`config.mk`:
```
export PLATFORM = sky130hd
export DESIGN_NAME = btb_predictor
export DESIGN_NICKNAME = d
export VERILOG_FILES = /design/src/rtl/btb_pkg.sv /design/src/rtl/btb_way.sv /design/src/rtl/btb_lru.sv /design/src/rtl/btb_predictor.sv
export SDC_FILE = /design/constraint.sdc
export NUM_CORES = 2
export LEC_CHECK = 0
export BUFFER_PORTS_ARGS = -buffer_cell sky130_fd_sc_hd__buf_4
export CORE_ASPECT_RATIO = 1.25
export CORE_UTILIZATION = 65
export DETAILED_ROUTE_END_ITERATION = 10
export PLACE_DENSITY = 0.84
export SLEW_MARGIN = 5
export SYNTH_ARGS = -nofsm -noshare
export SYNTH_HDL_FRONTEND = slang
export SYNTH_SLANG_ARGS = --single-unit
export TNS_END_PERCENT = 5
```
`constraint.sdc`:
```
create_clock -name clk -period 20.4 [get_ports clk]
set_input_delay 5.1 -clock clk [delete_from_list [all_inputs] [get_ports clk]]
set_output_delay 5.1 -clock clk [all_outputs]
set_load 0.05 [all_outputs]
```
`src/rtl/btb_pkg.sv`:
```
package btb_pkg;

  localparam int BTB_PC_W_DEF = 32;
  localparam int BTB_SETS_DEF = 16;
  localparam int BTB_WORD_OFF = 2;

  // Way chosen for a new allocation: empty ways first, lowest first,
  // otherwise the way named by the per-set LRU bit.
  function automatic logic pick_victim(input logic v0, input logic v1,
                                       input logic lru_way);
    if (!v0)      return 1'b0;
    else if (!v1) return 1'b1;
    else          return lru_way;
  endfunction

endpackage

```
`src/rtl/btb_way.sv`:
```
module btb_way #(
  parameter int PC_W  = 32,
  parameter int SETS  = 16,
  parameter int IDX_W = $clog2(SETS)
) (
  input  logic             clk,
  input  logic             rst,
  input  logic [IDX_W-1:0] f_idx,
  output logic             f_valid,
  output logic [PC_W-1:0]  f_tag,
  output logic [PC_W-1:0]  f_tgt,
  input  logic [IDX_W-1:0] u_idx,
  output logic             u_valid,
  output logic [PC_W-1:0]  u_tag,
  input  logic             wr_en,
  input  logic [IDX_W-1:0] wr_idx,
  input  logic [PC_W-1:0]  wr_tag,
  input  logic [PC_W-1:0]  wr_tgt,
  output logic [SETS-1:0]  valid_vec
);

  logic [SETS-1:0] valid_q;
  logic [PC_W-1:0] tag_q [SETS];
  logic [PC_W-1:0] tgt_q [SETS];

  always_ff @(posedge clk) begin
    if (rst)        valid_q <= '0;
    else if (wr_en) valid_q[wr_idx] <= 1'b1;
  end

  always_ff @(posedge clk) begin
    if (wr_en) begin
      tag_q[wr_idx] <= wr_tag;
      tgt_q[wr_idx] <= wr_tgt;
    end
  end

  assign f_valid   = valid_q[f_idx];
  assign f_tag     = tag_q[f_idx];
  assign f_tgt     = tgt_q[f_idx];
  assign u_valid   = valid_q[u_idx];
  assign u_tag     = tag_q[u_idx];
  assign valid_vec = valid_q;


  write_lands_chk: assert property (@(posedge clk) disable iff (rst)
    wr_en |=> (valid_q[$past(wr_idx)] && tag_q[$past(wr_idx)] == $past(wr_tag)));

endmodule

```
`src/rtl/btb_lru.sv`:
```
module btb_lru #(
  parameter int SETS  = 16,
  parameter int IDX_W = $clog2(SETS)
) (
  input  logic             clk,
  input  logic             rst,
  input  logic             touch,
  input  logic [IDX_W-1:0] touch_idx,
  input  logic             touch_way,
  input  logic [IDX_W-1:0] rd_idx,
  output logic             victim_way
);

  // Each bit names the way to evict next in its set.
  logic [SETS-1:0] lru_q;

  always_ff @(posedge clk) begin
    if (rst)        lru_q <= '0;
    else if (touch) lru_q[touch_idx] <= ~touch_way;
  end

  assign victim_way = lru_q[rd_idx];

endmodule

```
`src/rtl/btb_predictor.sv`:
```
module btb_predictor
  import btb_pkg::*;
#(
  parameter int PC_W = BTB_PC_W_DEF,
  parameter int SETS = BTB_SETS_DEF
) (
  input  logic            clk,
  input  logic            rst,
  input  logic [PC_W-1:0] fetch_pc,
  input  logic            fetch_taken,
  output logic [PC_W-1:0] fetch_next_pc,
  output logic            fetch_hit,
  output logic            fetch_way,
  input  logic            upd_valid,
  input  logic [PC_W-1:0] upd_pc,
  input  logic [PC_W-1:0] upd_target,
  input  logic            upd_is_branch
);

  localparam int WAYS  = 2;
  localparam int IDX_W = $clog2(SETS);

  logic [IDX_W-1:0] f_idx, u_idx;
  assign f_idx = fetch_pc[BTB_WORD_OFF +: IDX_W];
  assign u_idx = upd_pc[BTB_WORD_OFF +: IDX_W];

  logic            f_valid [WAYS];
  logic [PC_W-1:0] f_tag   [WAYS];
  logic [PC_W-1:0] f_tgt   [WAYS];
  logic            u_valid [WAYS];
  logic [PC_W-1:0] u_tag   [WAYS];
  logic [SETS-1:0] vvec    [WAYS];
  logic [WAYS-1:0] way_hit, upd_match, wr_en;

  logic wr_go, wr_way, lru_victim;

  for (genvar w = 0; w < WAYS; w++) begin : g_way
    btb_way #(.PC_W(PC_W), .SETS(SETS), .IDX_W(IDX_W)) u_way (
      .clk      (clk),
      .rst      (rst),
      .f_idx    (f_idx),
      .f_valid  (f_valid[w]),
      .f_tag    (f_tag[w]),
      .f_tgt    (f_tgt[w]),
      .u_idx    (u_idx),
      .u_valid  (u_valid[w]),
      .u_tag    (u_tag[w]),
      .wr_en    (wr_en[w]),
      .wr_idx   (u_idx),
      .wr_tag   (upd_pc),
      .wr_tgt   (upd_target),
      .valid_vec(vvec[w])
    );
    assign way_hit[w]   = f_valid[w] && (f_tag[w] == fetch_pc);
    assign upd_match[w] = u_valid[w] && (u_tag[w] == upd_pc);
    assign wr_en[w]     = wr_go && (wr_way == 1'(w));
  end

  btb_lru #(.SETS(SETS), .IDX_W(IDX_W)) u_lru (
    .clk       (clk),
    .rst       (rst),
    .touch     (wr_go),
    .touch_idx (u_idx),
    .touch_way (wr_way),
    .rd_idx    (u_idx),
    .victim_way(lru_victim)
  );

  // Update side: overwrite in place on a match, else allocate.
  assign wr_go = upd_valid && upd_is_branch;
  always_comb begin
    if (|upd_match) wr_way = upd_match[1];
    else            wr_way = pick_victim(u_valid[0], u_valid[1], lru_victim);
  end

  // Fetch side: runs beside the incrementer.
  logic [PC_W-1:0] pc_plus4, hit_tgt;
  assign pc_plus4      = fetch_pc + PC_W'(4);
  assign fetch_hit     = |way_hit;
  assign fetch_way     = way_hit[1];
  assign hit_tgt       = way_hit[1] ? f_tgt[1] : f_tgt[0];
  assign fetch_next_pc = (fetch_hit && fetch_taken) ? hit_tgt : pc_plus4;

  logic [WAYS*SETS-1:0] valid_flat;
  assign valid_flat = {vvec[1], vvec[0]};


  reset_miss_chk: assert property (@(posedge clk) disable iff (rst)
    $past(rst) |-> !fetch_hit);


  single_hit_chk: assert property (@(posedge clk) disable iff (rst)
    $onehot0(way_hit) && $onehot0(upd_match));


  nonbranch_stable_chk: assert property (@(posedge clk) disable iff (rst)
    (!upd_valid || !upd_is_branch) |=> $stable(valid_flat));

endmodule

```
### Word-level counts from Yosys, hierarchy flattened

Memories as Yosys holds them, arrays and structs flattened.
Cells that the tools add are included.

| word-level totals | value |
|---|---|
| register bits | 48 |
| output and inout bits | 34 |
| bits in writable memories | 2,048 |
| logic and storage cells | 51 |
| bits of input ports | 101 |
| memories | 4 |

Memory list:

| memory | depth | bits a word | rd ports | clocked after Yosys merged registers in | write ports | RTL line | text |
|---|---|---|---|---|---|---|---|
| g_way[0].u_way.tag_q | 16 | 32 | 2 | 0 | 1 | btb_way.sv:23 | `logic [PC_W-1:0] tag_q [SETS];` |
| g_way[0].u_way.tgt_q | 16 | 32 | 1 | 0 | 1 | btb_way.sv:24 | `logic [PC_W-1:0] tgt_q [SETS];` |
| g_way[1].u_way.tag_q | 16 | 32 | 2 | 0 | 1 | btb_way.sv:23 |  |
| g_way[1].u_way.tgt_q | 16 | 32 | 1 | 0 | 1 | btb_way.sv:24 |  |

| operators by class | value |
|---|---|
| equal/unequal tests | 4 |
| magnitude comparators | 3 |
| add/subtract/negate cells | 1 |
| muxes and demuxes | 22 |
| reduce and logical (&&, ||, !) cells | 11 |
| bitwise logic cells | 3 |

Operator list:

| kind | count |
|---|---|
| $eq A32 B32 Y1 | 4 |
| $mux W32 | 2 |
| $add A32 B3 Y32 const B | 1 |
| $or A16 B16 Y16 | 2 |
| $bmux W1 S4 | 5 |
| $bwmux W16 | 1 |
| $mux W1 | 13 |
| $lt A4 B5 Y1 const B | 2 |
| $logic_and A1 B1 Y1 | 9 |
| $demux W1 S4 | 1 |
| $ge A4 B1 Y1 const B | 1 |
| $reduce_or A2 Y1 | 2 |
| $not A1 Y1 | 1 |

### Logic depth before layout (Yosys ltp)

| logic depth | value |
|---|---|
| depth in word-level cells | 9 |
| gate-level depth with buffers | 19 |
| gate-level depth less buffers | 9 |

### By module

From an unflattened synthesis, not the netlist that was laid out.

| unflattened totals | value |
|---|---|
| cells, all modules | 4,435 |
| area, all modules | 89,834.9 µm² |

Modules (own cells, without submodules):

| module | seq. area each (µm²) | cells an instance | area each (µm²) | times used |
|---|---|---|---|---|
| btb_way | 31,069.8 | 1,931 | 42,848.6 | 2 |
| btb_predictor | 0.0 | 497 | 3,338.2 | 1 |
| btb_lru | 320.3 | 76 | 799.5 | 1 |

### Worst setup path after synthesis

Ideal clock, no wire load.

| timing path | value |
|---|---|
| kind | in2out |
| start | in fetch_pc[2] |
| end | out fetch_hit |
| required time | 15.300 ns |
| path buffers | 6 |
| slack | 5.622 ns |
| arrival time | 9.678 ns |
| stages on the path | 13 |
| cells stage by stage | buf_6 buf_12 buf_12 buf_12 buf_6 buf_4 mux4_2 a221oi_1 xnor2_1 nor4_4 nand2b_1 nor4b_1 nand2b_1 |

| between the ends | value |
|---|---|
| word-level cells in the longest chain between the ends | 4 |
| elaborated cells between the ends (all ways) | 11 |
| those cells by class | eq/ne (2); mux (4); reduce/logical (3); memory (2) |

RTL lines:

| what | RTL line | text |
|---|---|---|
| from (decl) | btb_predictor.sv:9 | `input logic [PC_W-1:0] fetch_pc,` |
| $mem_v2 Z16 W32 or $bmux W1 S4 (tied branches) | n/a |  |
| $eq A32 B32 Y1 or $mux W1 (tied branches) | btb_predictor.sv:54, btb_way.sv:38 |  |
| $logic_and A1 B1 Y1 (*) | btb_predictor.sv:54 | `assign way_hit[w] = f_valid[w] && (f_tag[w] == fetch_pc);` |
| via fetch_way | btb_predictor.sv:13 | `output logic fetch_way,` |
| $reduce_or A2 Y1 (*) | btb_predictor.sv:79 | `assign fetch_hit = \|way_hit;` |
| to (decl) | btb_predictor.sv:12 | `output logic fetch_hit,` |

The timed path passes the listed nets; every way through them passes the cells marked *. The select of a mux whose other input is x is not followed.

### Final worst setup path

| timing path | value |
|---|---|
| start | in fetch_pc[3] |
| end | out fetch_next_pc[26] |

| between the ends | value |
|---|---|
| word-level cells in the longest chain between the ends | 6 |
| elaborated cells between the ends (all ways) | 17 |
| those cells by class | add/sub (1); eq/ne (2); mux (6); reduce/logical (4); memory (4) |

RTL lines:

| what | RTL line | text |
|---|---|---|
| $mem_v2 Z16 W32 or $bmux W1 S4 (tied branches) | n/a |  |
| $eq A32 B32 Y1 or $mux W1 (tied branches) | btb_predictor.sv:54, btb_way.sv:38 |  |
| $logic_and A1 B1 Y1 | btb_predictor.sv:54 |  |
| $reduce_or A2 Y1 | btb_predictor.sv:79 |  |
| $logic_and A1 B1 Y1 | btb_predictor.sv:82 | `assign fetch_next_pc = (fetch_hit && fetch_taken) ? hit_tgt : pc_plus4;` |
| $mux W32 (*) | btb_predictor.sv:82 |  |
| to (decl) | btb_predictor.sv:11 | `output logic [PC_W-1:0] fetch_next_pc,` |

Every way passes the cells marked *; elsewhere a longest branch is shown, timed or not. The select of a mux whose other input is x is not followed.

==> impl_metrics.py <==
metrics = {
    "pwr": {
        "power.density_nw_per_um2": 90.90,
        "irDropWorstVdd_v": 0.00009304,
        "fin_total_pwr_mw": 9.041,
        "p_leak_nw": 31.33,
    },
    "global_routing": {
        "grt_use_total_pct": 40.77,
        "antenna_found_initial": 23,
        "grt_pass1_wl_um": 390300,
        "grt_overflow": 0,
        "grt_pass1_vias": 51672,
        "grt_max_degree": 136,
    },
    "sta": {
        "relSlewSlack_pct": -12.20,
        "setup_violations": 0,
        "clock_skew_ps": 42.56,
        "slew_violations": 1,
        "hold_violations": 0,
        "finalCriticalPeriod_ps": 17000,
        "worstMarginPinSlew_ps": 1683,
        "fmax_ghz": 0.05882,
        "timing.final.crit_share_pct": 83.33,
        "finalSetupTns_ps": 0,
        "rsz0062_at_grt": "false",
    },
    "synthesis": {
        "synth.yosys.seq_area_share_pct": 68.87,
        "synth_fa_ha_area_share_pct": 0.01380,
        "synth_xor_xnor_area_share_pct": 1.352,
        "yosysUniqueCellTypes": 90,
        "avgSynthCellArea_um2": 21.37,
        "synth_top_flop_cell": "edfxtp_1",
        "synth_top_family_by_area": "multiplexers",
        "syn_inst": 4244,
        "synth_edf_count": 2048,
        "synth-simple-area-share_pct": 1.967,
        "ys_ff_latch": 2096,
        "synth_fp_nets": 4346,
        "ys.warnings.count": 0,
        "synth_compound_area_share_pct": 2.585,
        "yosys-mux-area-fraction_pct": 22.92,
        "syn-cell-area_um2": 90690,
        "async_flop_share_pct": 0,
    },
    "placed_design": {
        "place_area_um2": 93230,
        "gp_congestion": 0.9395,
        "portBuffers": 134,
        "dp_hpwl_um": 149400,
    },
    "clocking": {
        "post_cts_resized": 0,
        "cts_hold_buf": 0,
        "htreeDepth": 4,
        "tritoncts": "built",
        "cts_setup_buffers": 0,
        "numClockSinks": 2096,
        "cts-buffers-inserted": 189,
        "cts_root_buf": "clkbuf_16",
        "path_clk_slew_ps": 60,
        "clkLatencyLatePin_ps": 860,
        "clockBufferDepth": 3,
    },
    "detailed_routing": {
        "finalWirelength_um": 281200,
        "drt-wirelength-per-cell_um": 43.94,
        "drc": 0,
        "viasPerCell": 7.994,
        "drtPass1Iterations": 9,
        "vias": 51153,
        "antenna_left": 0,
        "drt-initial-drc-count": 9738,
    },
    "worst_setup_path": {
        "cp_slowest_cell": "a21boi_4",
        "arrival_ps": 11900,
        "crit_path_end_kind": "output pin",
        "path_cells": "buf_8, buf_12, buf_4, mux4_2, nand2_1, and3_1, o21ai_0, o2111ai_1, nor4_2, nand4_2, a21boi_4, buf_4, mux2i_1, buf_4",
        "max_stage_delay_ps": 840,
        "critPathMaxFanout": 135,
        "cp.required_ps": 15300,
        "crit_type": "primary input to output pin",
        "cp-start-kind": "primary input",
        "cpMostUsedCell": "buf_4",
    },
    "floorplanning": {
        "die_area_um2": 141000,
        "io_pins": 135,
        "rows": 152,
        "die-height_um": 419.6,
        "initial_core_util_pct": 65.78,
        "die_w_um": 336.1,
        "core-area_um2": 137900,
    },
    "cells_and_area": {
        "layout-drive-gt1-share_pct": 29.88,
        "nNetsFinal": 4477,
        "syn_to_final_growth_pct": 9.669,
        "final_cell_area_um2": 99460,
    },
    "run_status": {
        "status": "finished, violations left",
        "violations": "slew limit",
    },
    "job": {
        "max_cap_viol_count": 0,
    },
    "min_path": {
        "hold_path.class": "flop to flop",
    },
}
==> cell type report <==
type	instances	area, µm²
clock inverter	119	1240
tap	1848	2312
multi-input combinational	1787	26320
inverter	66	295.3
timing repair buffer	235	1848
fill	7245	38420
antenna	16	40.04
sequential	2096	62460
clock buffer	232	4954
==> Yosys cell counts (all sizes together), types with 14 or more instances <==
cell type	number	area, µm²
o21ai	18	90.08
nor2b	17	106.4
clkbuf	129	594.3
mux2i	171	1712
edfxtp	2048	61500
a221oi	48	464.2
mux4	831	18930
nand4	35	225.2
a22o	49	429.2
a311oi	14	122.6
nand3	34	170.2
nor2	47	178.9
dfxtp	48	960.9
a21oi	63	315.3
xnor2	106	928.4
xor2	34	297.8
buf	160	1155
nand2	89	334.1
inv	66	247.7
a22oi	23	172.7
nor4	23	192.7
==> kinds of logic after synthesis <==
kind of cell	Yosys count
flops	2096
compound gates	305
mux	1014
xor+xnor	140
simple gates	327
buf+inv	361
fa+ha+maj	1
==> sequential cells by signal, summed over array words and instances (netlist names) <==
signal	flops
g_way.u_way.tag_q	1024
g_way.u_way.tgt_q	1024
g_way.u_way.valid_vec	32
u_lru.lru_q	16
==> through the flow <==
stage	instances	worst slack [ps]	hold slack (ps)	utilization (%)
2_1_floorplan	4244	5622	432.2	-
3_3_place_gp	6032	4046	440.3	67.62
3_5_place_dp	6032	3952	446.5	67.62
4_1_cts	6383	3845	455.0	72.11
5_1_grt	6390	3561	472.1	72.12
6_report	6399	3400	456.0	72.14
==> routing by layer <==
layer | GRT usage [%] | routed length, µm
met3 | 12.62 | 42420
met4 | 30.35 | 25470
met2 | 61.77 | 130000
met1 | 49.84 | 83120
met5 | 0 | 174
==> worst max-delay path, delay by kind of cell <==
family | cells | cell delay [ps]
buf+inv | 5 | 2720
compound gates | 3 | 1380
mux | 2 | 690
simple gates | 4 | 1490
==> layout by cell type, fill, tap and decap left out, types with 9 or more instances in the layout <==
cell and instances:
a211oi_1 10, a21oi_1 63, a221oi_1 41, a22o_1 49, a22oi_1 23, a311oi_1 14
a31oi_1 13, and3_1 12, buf_4 226, bufinv_16 23, clkbuf_1 39, clkbuf_16 191
clkinv_1 44, clkinv_2 33, dfxtp_1 48, diode_2 16, edfxtp_1 2048, inv_1 48
inv_4 16, inv_6 9, mux2i_1 171, mux4_1 57, mux4_2 774, nand2_1 89
nand3_1 34, nand3b_1 11, nand4_1 34, nor2_1 29, nor2_4 17, nor2b_1 13
nor3_1 12, nor4_1 18, o21ai_0 17, xnor2_1 106, xor2_1 34
==> path summary, 6_finish.rpt <==
path              cells after the start                         end  slack [ps]                         start
setup / recovery                     14           fetch_next_pc[26]        3400                   fetch_pc[3]
hold / removal                        2              u_lru.lru_q[2]         460                u_lru.lru_q[2]
setup reg to reg                     12  g_way[1].u_way.tag_q[4][7]       13490  g_way[1].u_way.tag_q[12][17]
hold reg to reg                       2              u_lru.lru_q[2]         460                u_lru.lru_q[2]
==> power breakdown <==
part	switching (mW)	internal, mW	leakage [nW]
combinational	0.412	0.245	9.49
sequential	0.00643	4.74	18.8
clock	1.62	2.02	3.03
Power figures use the tool's default switching activity.
